## src/rtl/regfile_pkg.sv

```systemverilog
package regfile_pkg;

    localparam int RF_XLEN      = 64;
    localparam int RF_NREG      = 16;
    localparam int RF_BYTE_REGS = 4;

    typedef enum logic [1:0] {
        VIEW_FULL  = 2'd0,
        VIEW_DWORD = 2'd1,
        VIEW_WORD  = 2'd2,
        VIEW_BYTE  = 2'd3
    } view_e;

    // True when a byte window is requested on a register that has none.
    function automatic logic byte_view_illegal(input int unsigned idx,
                                               input view_e view,
                                               input int unsigned byte_regs);
        return (view == VIEW_BYTE) && (idx >= byte_regs);
    endfunction

endpackage

```

## src/rtl/rf_view_decode.sv

```systemverilog
module rf_view_decode
    import regfile_pkg::*;
#(
    parameter int XLEN      = RF_XLEN,
    parameter int NREG      = RF_NREG,
    parameter int BYTE_REGS = RF_BYTE_REGS,
    localparam int IDXW     = $clog2(NREG)
) (
    input  logic [XLEN-1:0] word,
    input  logic [IDXW-1:0] idx,
    input  view_e           view,
    input  logic            hi,
    output logic [XLEN-1:0] data,
    output logic            illegal
);

    always_comb begin
        illegal = byte_view_illegal(int'(idx), view, BYTE_REGS);
        data    = '0;
        if (!illegal) begin
            unique case (view)
                VIEW_FULL:  data = word;
                VIEW_DWORD: data[31:0] = word[31:0];
                VIEW_WORD:  data[15:0] = word[15:0];
                VIEW_BYTE:  data[7:0]  = hi ? word[15:8] : word[7:0];
                default:    data = '0;
            endcase
        end
    end

endmodule

```

## src/rtl/rf_write_merge.sv

```systemverilog
module rf_write_merge
    import regfile_pkg::*;
#(
    parameter int XLEN = RF_XLEN
) (
    input  logic [XLEN-1:0] old_word,
    input  logic [XLEN-1:0] wdata,
    input  view_e           view,
    input  logic            hi,
    output logic [XLEN-1:0] new_word
);

    always_comb begin
        new_word = old_word;
        unique case (view)
            VIEW_FULL:  new_word = wdata;
            VIEW_DWORD: new_word = {{(XLEN-32){1'b0}}, wdata[31:0]};
            VIEW_WORD:  new_word[15:0] = wdata[15:0];
            VIEW_BYTE: begin
                if (hi) new_word[15:8] = wdata[7:0];
                else    new_word[7:0]  = wdata[7:0];
            end
            default:    new_word = old_word;
        endcase
    end

endmodule

```

## src/rtl/rf_storage.sv

```systemverilog
module rf_storage
    import regfile_pkg::*;
#(
    parameter int XLEN  = RF_XLEN,
    parameter int NREG  = RF_NREG,
    localparam int IDXW = $clog2(NREG)
) (
    input  logic                      clk,
    input  logic                      rst,
    input  logic                      we,
    input  logic [IDXW-1:0]           widx,
    input  logic [XLEN-1:0]           wword,
    output logic [NREG-1:0][XLEN-1:0] regs
);

    always_ff @(posedge clk) begin
        if (rst)     regs       <= '0;
        else if (we) regs[widx] <= wword;
    end

endmodule

```

## src/rtl/multiwidth_regfile.sv

```systemverilog
module multiwidth_regfile
    import regfile_pkg::*;
#(
    parameter int XLEN      = RF_XLEN,
    parameter int NREG      = RF_NREG,
    parameter int BYTE_REGS = RF_BYTE_REGS,
    localparam int IDXW     = $clog2(NREG),
    localparam int NRD      = 2
) (
    input  logic            clk,
    input  logic            rst,
    input  logic            wr_en,
    input  logic [IDXW-1:0] wr_idx,
    input  logic [1:0]      wr_view,
    input  logic            wr_hi,
    input  logic [XLEN-1:0] wr_data,
    output logic            wr_illegal,
    input  logic [IDXW-1:0] rd0_idx,
    input  logic [1:0]      rd0_view,
    input  logic            rd0_hi,
    output logic [XLEN-1:0] rd0_data,
    output logic            rd0_illegal,
    input  logic [IDXW-1:0] rd1_idx,
    input  logic [1:0]      rd1_view,
    input  logic            rd1_hi,
    output logic [XLEN-1:0] rd1_data,
    output logic            rd1_illegal
);

    logic [NREG-1:0][XLEN-1:0] regs_q;
    logic [XLEN-1:0]           merged;
    logic                      commit;

    logic [IDXW-1:0] rp_idx  [NRD];
    view_e           rp_view [NRD];
    logic            rp_hi   [NRD];
    logic [XLEN-1:0] rp_data [NRD];
    logic            rp_ill  [NRD];

    assign rp_idx[0]  = rd0_idx;
    assign rp_view[0] = view_e'(rd0_view);
    assign rp_hi[0]   = rd0_hi;
    assign rp_idx[1]  = rd1_idx;
    assign rp_view[1] = view_e'(rd1_view);
    assign rp_hi[1]   = rd1_hi;

    // Combinational read ports, one decoder each.
    for (genvar p = 0; p < NRD; p++) begin : g_rd
        rf_view_decode #(.XLEN(XLEN), .NREG(NREG), .BYTE_REGS(BYTE_REGS)) u_dec (
            .word    (regs_q[rp_idx[p]]),
            .idx     (rp_idx[p]),
            .view    (rp_view[p]),
            .hi      (rp_hi[p]),
            .data    (rp_data[p]),
            .illegal (rp_ill[p])
        );
    end

    assign rd0_data    = rp_data[0];
    assign rd0_illegal = rp_ill[0];
    assign rd1_data    = rp_data[1];
    assign rd1_illegal = rp_ill[1];

    // Write path: legality check, merge, commit.
    assign wr_illegal = wr_en && byte_view_illegal(int'(wr_idx), view_e'(wr_view), BYTE_REGS);
    assign commit     = wr_en && !wr_illegal;

    rf_write_merge #(.XLEN(XLEN)) u_merge (
        .old_word (regs_q[wr_idx]),
        .wdata    (wr_data),
        .view     (view_e'(wr_view)),
        .hi       (wr_hi),
        .new_word (merged)
    );

    rf_storage #(.XLEN(XLEN), .NREG(NREG)) u_store (
        .clk   (clk),
        .rst   (rst),
        .we    (commit),
        .widx  (wr_idx),
        .wword (merged),
        .regs  (regs_q)
    );

endmodule

```

## config.mk

```make
export PLATFORM = sky130hd
export DESIGN_NAME = multiwidth_regfile
export DESIGN_NICKNAME = d
export VERILOG_FILES = /design/src/rtl/regfile_pkg.sv /design/src/rtl/rf_view_decode.sv /design/src/rtl/rf_write_merge.sv /design/src/rtl/rf_storage.sv /design/src/rtl/multiwidth_regfile.sv
export SDC_FILE = /design/constraint.sdc
export NUM_CORES = 2
export LEC_CHECK = 0
export BUFFER_PORTS_ARGS = -buffer_cell sky130_fd_sc_hd__buf_2
export CAP_MARGIN = 10
export CORE_UTILIZATION = 50
export DETAILED_ROUTE_END_ITERATION = 8
export GPL_TIMING_DRIVEN = 1
export PLACE_DENSITY = 0.65
export SETUP_SLACK_MARGIN = 0.15
export SYNTH_ARGS = -nofsm -noshare
export SYNTH_HDL_FRONTEND = slang
export SYNTH_SLANG_ARGS = --single-unit
```

## constraint.sdc

```tcl
create_clock -name clk -period 2.2 [get_ports clk]
set_input_delay 0.11 -clock clk [delete_from_list [all_inputs] [get_ports clk]]
set_output_delay 0.11 -clock clk [all_outputs]
set_load 0.02 [all_outputs]
```

# After elaboration in Yosys (flattened, before gate mapping)

Cells that the tools add are included.

Bits in writable memories: 0
Bits of input ports: 88
Bits in latches: 0
Memories: 0
Logic and storage cells: 72
Register bits after elaboration: 1,024
Output and inout port bits: 131
ROM bits: 0

Shift operators: 0
Div/mod/pow operators: 0
Equal/unequal tests: 9
Muxes and demuxes: 25
$add $sub $neg: 0
$mul: 0
Reductions and logical operators: 15
Bitwise logic cells: 0
Order comparisons: 7

Operators with widths:

| kind                                                                   | count |
|---|---|
| 1024-bit bitwise mux                                                   | 1 |
| 64-bit binary-select mux with 4-bit select                             | 3 |
| 64-bit two-way mux                                                     | 6 |
| 64-bit demux with 4-bit select                                         | 1 |
| 48-bit case mux with 2 select lines                                    | 1 |
| 32-bit two-way mux                                                     | 2 |
| 8-bit two-way mux                                                      | 6 |
| 16-bit two-way mux                                                     | 2 |
| 16-bit case mux with 2 select lines                                    | 1 |
| 8-bit case mux with 2 select lines                                     | 2 |
| 4-bit by 5-bit < comparator with 1-bit output (second input constant)  | 3 |
| 2-bit == test (second input constant)                                  | 6 |
| 4-bit by 3-bit >= comparator with 1-bit output (second input constant) | 3 |
| 3-bit OR reduction                                                     | 3 |
| 2-bit by 1-bit == test with 1-bit output (second input constant)       | 3 |
| 1-bit logical AND                                                      | 6 |
| 2-bit logical NOT                                                      | 3 |
| 4-bit by 1-bit >= comparator with 1-bit output (second input constant) | 1 |
| 2-bit OR reduction                                                     | 2 |
| 1-bit logical NOT                                                      | 1 |

# Logic depth before layout (Yosys ltp)

Word-level depth: 5
Depth in mapped cells: 10
Depth with buffers taken out: 4

# By module

From an unflattened synthesis, not the netlist that was laid out.

Cells, all modules: 5,248
Area, all modules: 65,062.4 um^2

By module, submodules not included:

| module             | area an instance (um^2) | times used | cells an instance |
|---|---|---|---|
| rf_storage         | 39,545.4                | 1          | 3,516 |
| multiwidth_regfile | 23,545.1                | 1          | 1,465 |
| rf_view_decode     | 575.6                   | 2          | 86 |
| rf_write_merge     | 820.8                   | 1          | 95 |

# Worst setup path before layout

OpenSTA, ideal clock, no wires.

Path type: input to output
Start point: input rd0_idx[0]
End point: output rd0_data[8]
Stages on the path: 6
Slack: 102 ps
Arrival: 1,988 ps
Required time: 2,090 ps
Path buffers: 3
Cell sequence: clkbuf_1 clkbuf_1 buf_2 mux4_2 mux4_2 and2_1

Word-level cells in the longest chain between the ends: 4
Elaborated cells between the ends (all ways): 6
Classes of those cells: order compare (1); mux (4); reduce/logical (1)

Ends and longest elaborated chain:

| element                                    | line                     | source |
|---|---|---|
| start: declaration                         | multiwidth_regfile.sv:18 | `input logic [IDXW-1:0] rd0_idx,` |
| 64-bit binary-select mux with 4-bit select | multiwidth_regfile.sv:50 | `.word (regs_q[rp_idx[p]]),` |
| 64-bit two-way mux (not written as such)   | multiwidth_regfile.sv:50 |  |
| 8-bit two-way mux                          | rf_view_decode.sv:21     | `unique case (view)` |
| 64-bit two-way mux (*)                     | rf_view_decode.sv:20     | `if (!illegal) begin` |
| end: declaration                           | multiwidth_regfile.sv:21 | `output logic [XLEN-1:0] rd0_data,` |

Mark *: on every way between the ends. The rest lies on a longest branch, timed or not. The select of a mux whose other input is x is not followed.

# Worst setup path in the final report

Start point: register u_store.regs[508] in the netlist's numbering
End point: output rd0_data[60]

Word-level cells in the longest chain between the ends: 4

Ends and longest elaborated chain:

| element                                    | line                     | source |
|---|---|---|
| start: declaration                         | rf_storage.sv:13         | `output logic [NREG-1:0][XLEN-1:0] regs` |
| start signal: indexed assignment           | rf_storage.sv:18         | `else if (we) regs[widx] <= wword;` |
| 64-bit binary-select mux with 4-bit select | multiwidth_regfile.sv:50 |  |
| 64-bit two-way mux (not written as such)   | multiwidth_regfile.sv:50 |  |
| 32-bit two-way mux                         | rf_view_decode.sv:21     |  |
| 64-bit two-way mux                         | rf_view_decode.sv:20     |  |

No other way between the ends. The select of a mux whose other input is x is not followed.

==> results.md <==
- Final slew viol count: 0
- Measured slew at the worst slew-check pin: 1.09 ns
- Lkg Pwr: between 20 and 30 nW
- PwrDens: 606 mW/mm²
- H-tree depth reported by CTS: 3
- Core outline area: 0.120 mm²
- Biggest regs: u_store.regs x1024
- Pre-antenna DRT Iters: 6
- Reg2Reg Launch Point: u_store.regs[201]
- Max FFs per register: 1,024
- Die Wd: roughly 350 µm
- Starting Density: between 50% and 60%
- Largest Register: u_store.regs
- Uppermost layer routed: met5
- Most common cell after layout, fill and taps aside: nor2_1
- Cell count after synthesis: 5,615
- Startpoint type of the worst setup path: register
- Post-synth top area share: 33.9%
- WHS Endpoint: u_store.regs[360]
- Worst skew pair latency: 0.75 ns
- Global-route wire length before repair: 326,000 µm
- Setup TNS: -32.98 ns
- Met1 WL: 85,200 µm
- Tmin final: 2.59 ns
- Cts bufs inserted: 112
- Vias in the first global route: 51,500
- Setup Crit Path Kind: register to output port
- Final wirelength: 218,000 µm
- Fin. Hold Viols: 0
- Initial antenna violation count: 5
- Crit-path slowest cell: mux4_2
- Slew HR: 27.4%
- Gr ovfl total: 0
- CTS tree: yes
- Share of cells above drive strength 1: 42.0%
- Initial drt markers: about 7,000
- Pin count of the biggest net entering global routing: 191
- Post-route DRC: 0
- CP Max Fanout: 4
- WL met3: roughly 23,000 µm
- Root buffer cell: clkbuf_16
- Arr. time, crit path: 2.48 ns
- Crit-path max cell delay: 0.57 ns
- Cell variety after synth: 61
- Mapped cell area: 0.0605 mm²
- PortBufs: 218
- Maximum VDD drop: 0.000622 V
- Clock Pin Slew Worst Setup and Hold Paths: around 0.07 ns
- Most Frequent Cell on Critical Path: mux4_2
- RSZ-0062 raised after global routing: yes
- Largest area contributor in the netlist: dfxtp_1
- Number of synthesized flops with an enable pin: 0
- Commonest cells after routing, fill and taps aside: nor2_1 (791), mux4_2 (687), a311oi_1 (631)
- Cells along the critical path: mux4_2 -> mux4_2 -> nor2b_1 -> buf_4
- Met2 wire length: between 90,000 and 100,000 µm
- Final setup violating endpoints: 128
- Detail Route Antenna Nets: 0
- Die H: about 350 µm
- FF/Latch Area: 0.0211 mm²
- Final HPWL DP: 136,000 µm
- RePlAce Congestion: just over 0.9
- CP Capture Type: output port
- R2R depth: 6
- Ys flop type: dfxtp_1
- Longest Clk Path Bufs: 3
- Net count, final: 6,047
- # IOs: between 200 and 250
- Required time of the critical path: ~2.1 ns
- Hold depth: 4
- Number of max-cap violations: 0
- Die ar.: 0.122 mm²
- Register area share after synthesis: 33.9%
- Status: complete, but fails checks
- Fill cells: 9,306
- Layout Utilization: between 60 and 70%
- Syn-to-layout area delta: 23.6%
- Multi-input logic area: 0.0379 mm²
- Gr usage total: 34.7%
- Post-synth ARST share: 0%
- Via density: 7.03
- Min-Delay Path Class: primary input to register
- Row Count: 127
- Failing checks: setup timing
- Max Clk Rate: 387 MHz
- Min-delay src: wr_data[40]
- Worst reg-to-reg setup slack: 0.26 ns
- Post-Syn Nets: 5,703
- Period utilization: 118%
- Reg2reg end: u_store.regs[137]
- Routed vias: 53,900
- Clock sinks: 1,024
- Yosys reg bits: 1,024
- Syn Area/Cell: ~11 µm²
- Yosys warns: 0
- Setup slack after layout: -0.387 ns
- Synth top area cells: dfxtp_1 (34%), mux4_2 (26%), a311oi_1 (9.1%), mux2i_1 (5.8%), nor2_1 (4.9%)
- Clock Skew: 0.0394 ns
- Wire length per cell: 28.4 µm
## what timing repair did
| action | in CTS | in global routing |
|---|---|---|
| hold buffers | 56 | 0 |
| setup buffers | 108 | 16 |
| setup endpoints to repair | 128 | 128 |
| cloned | 0 | 0 |
| resized for setup | 708 | 311 |
| pin swaps | 23 | 22 |
| hold endpoints to repair | 555 | 0 |
## cells in the mapped netlist, types with 6 or more instances
master,n
buf_2,250
nand2_1,294
nor3_1,9
nand4_1,28
mux2i_1,350
nor2b_1,132
a311oi_1,631
a22oi_1,97
a21o_1,6
nand3b_1,129
o21ai_0,139
nand3_2,17
a2111oi_0,6
dfxtp_1,1024
mux4_2,687
nand3_1,14
a21oi_2,8
mux2_2,15
a32oi_1,7
nor2_1,794
and2_1,28
a221oi_2,31
a32oi_2,10
o41ai_1,24
a21oi_1,121
buf_4,29
nand2b_1,36
a2111oi_2,6
clkbuf_1,371
and3_1,7
buf_6,25
o22ai_1,45
a211oi_1,171
buf_1,16
## cell type report
class                           count  area share [%]
Tap cell                         1612            2.70
Multi-Input combinational cell   3889            50.7
Clock buffer                      154            4.27
Clock inverter                     51           0.820
Inverter                            5          0.0251
Sequential cell                  1024            28.3
Antenna cell                        3          0.0100
Timing Repair Buffer              927            13.2
## critical path: cells and delay by family (launching register included)
kind	cells	cell delay [ns]
AND/OR/NAND/NOR	1	0.17
flip-flops	1	0.34
multiplexers	2	1.04
buffers and inverters	1	0.18
## cells by family after synthesis
| group | share of synthesized area (%) |
|---|---|
| AND/OR/NAND/NOR | 11.8 |
| AO/OA/AOI/OAI | 17.2 |
| multiplexers | 31.6 |
| flip-flops | 33.9 |
| buffers and inverters | 5.48 |
## where the power goes
part,internal [W],switching [W],leakage [nW],total (W)
logic,0.00270,0.00359,14.7,0.00629
clock network,0.0114,0.00837,1.87,0.0198
registers,0.0189,0.000327,8.53,0.0192
## layer usage
metal	vias up	global-route usage, %
li1	22900	-
met1	26900	47.2
met2	3415	52.9
met3	645	6.94
met4	4	17.1
met5	-	0
## how the worst max path moves through the flow
stage | startpoint | endpoint | cells past startpoint
after floorplan | rd0_idx[0] | rd0_data[18] | 6
after global placement | rd0_idx[0] | rd0_data[6] | 8
after detailed placement | wr_idx[0] | u_store.regs[9] | 7
after CTS | u_store.regs[509] | rd0_data[61] | 4
after global routing | u_store.regs[956] | rd0_data[60] | 4
final | u_store.regs[508] | rd0_data[60] | 4
## through the flow
step | hold slack [ns] | total power (W) | cell area, µm² | std cells | worst slack (ns)
2_1_floorplan | 0.246 | 0.0231 | 60600 | 5615 | 0.123
3_3_place_gp | 0.399 | 0.0253 | 66900 | 7279 | -0.0854
3_5_place_dp | 0.404 | 0.0254 | 66900 | 7279 | -0.0858
4_1_cts | 0.000635 | 0.0452 | 73800 | 7648 | -0.425
5_1_grt | 0.0272 | 0.0465 | 74800 | 7662 | -0.398
6_report | 0.0396 | 0.0453 | 74800 | 7665 | -0.387
(Power assumes the default switching activity.)
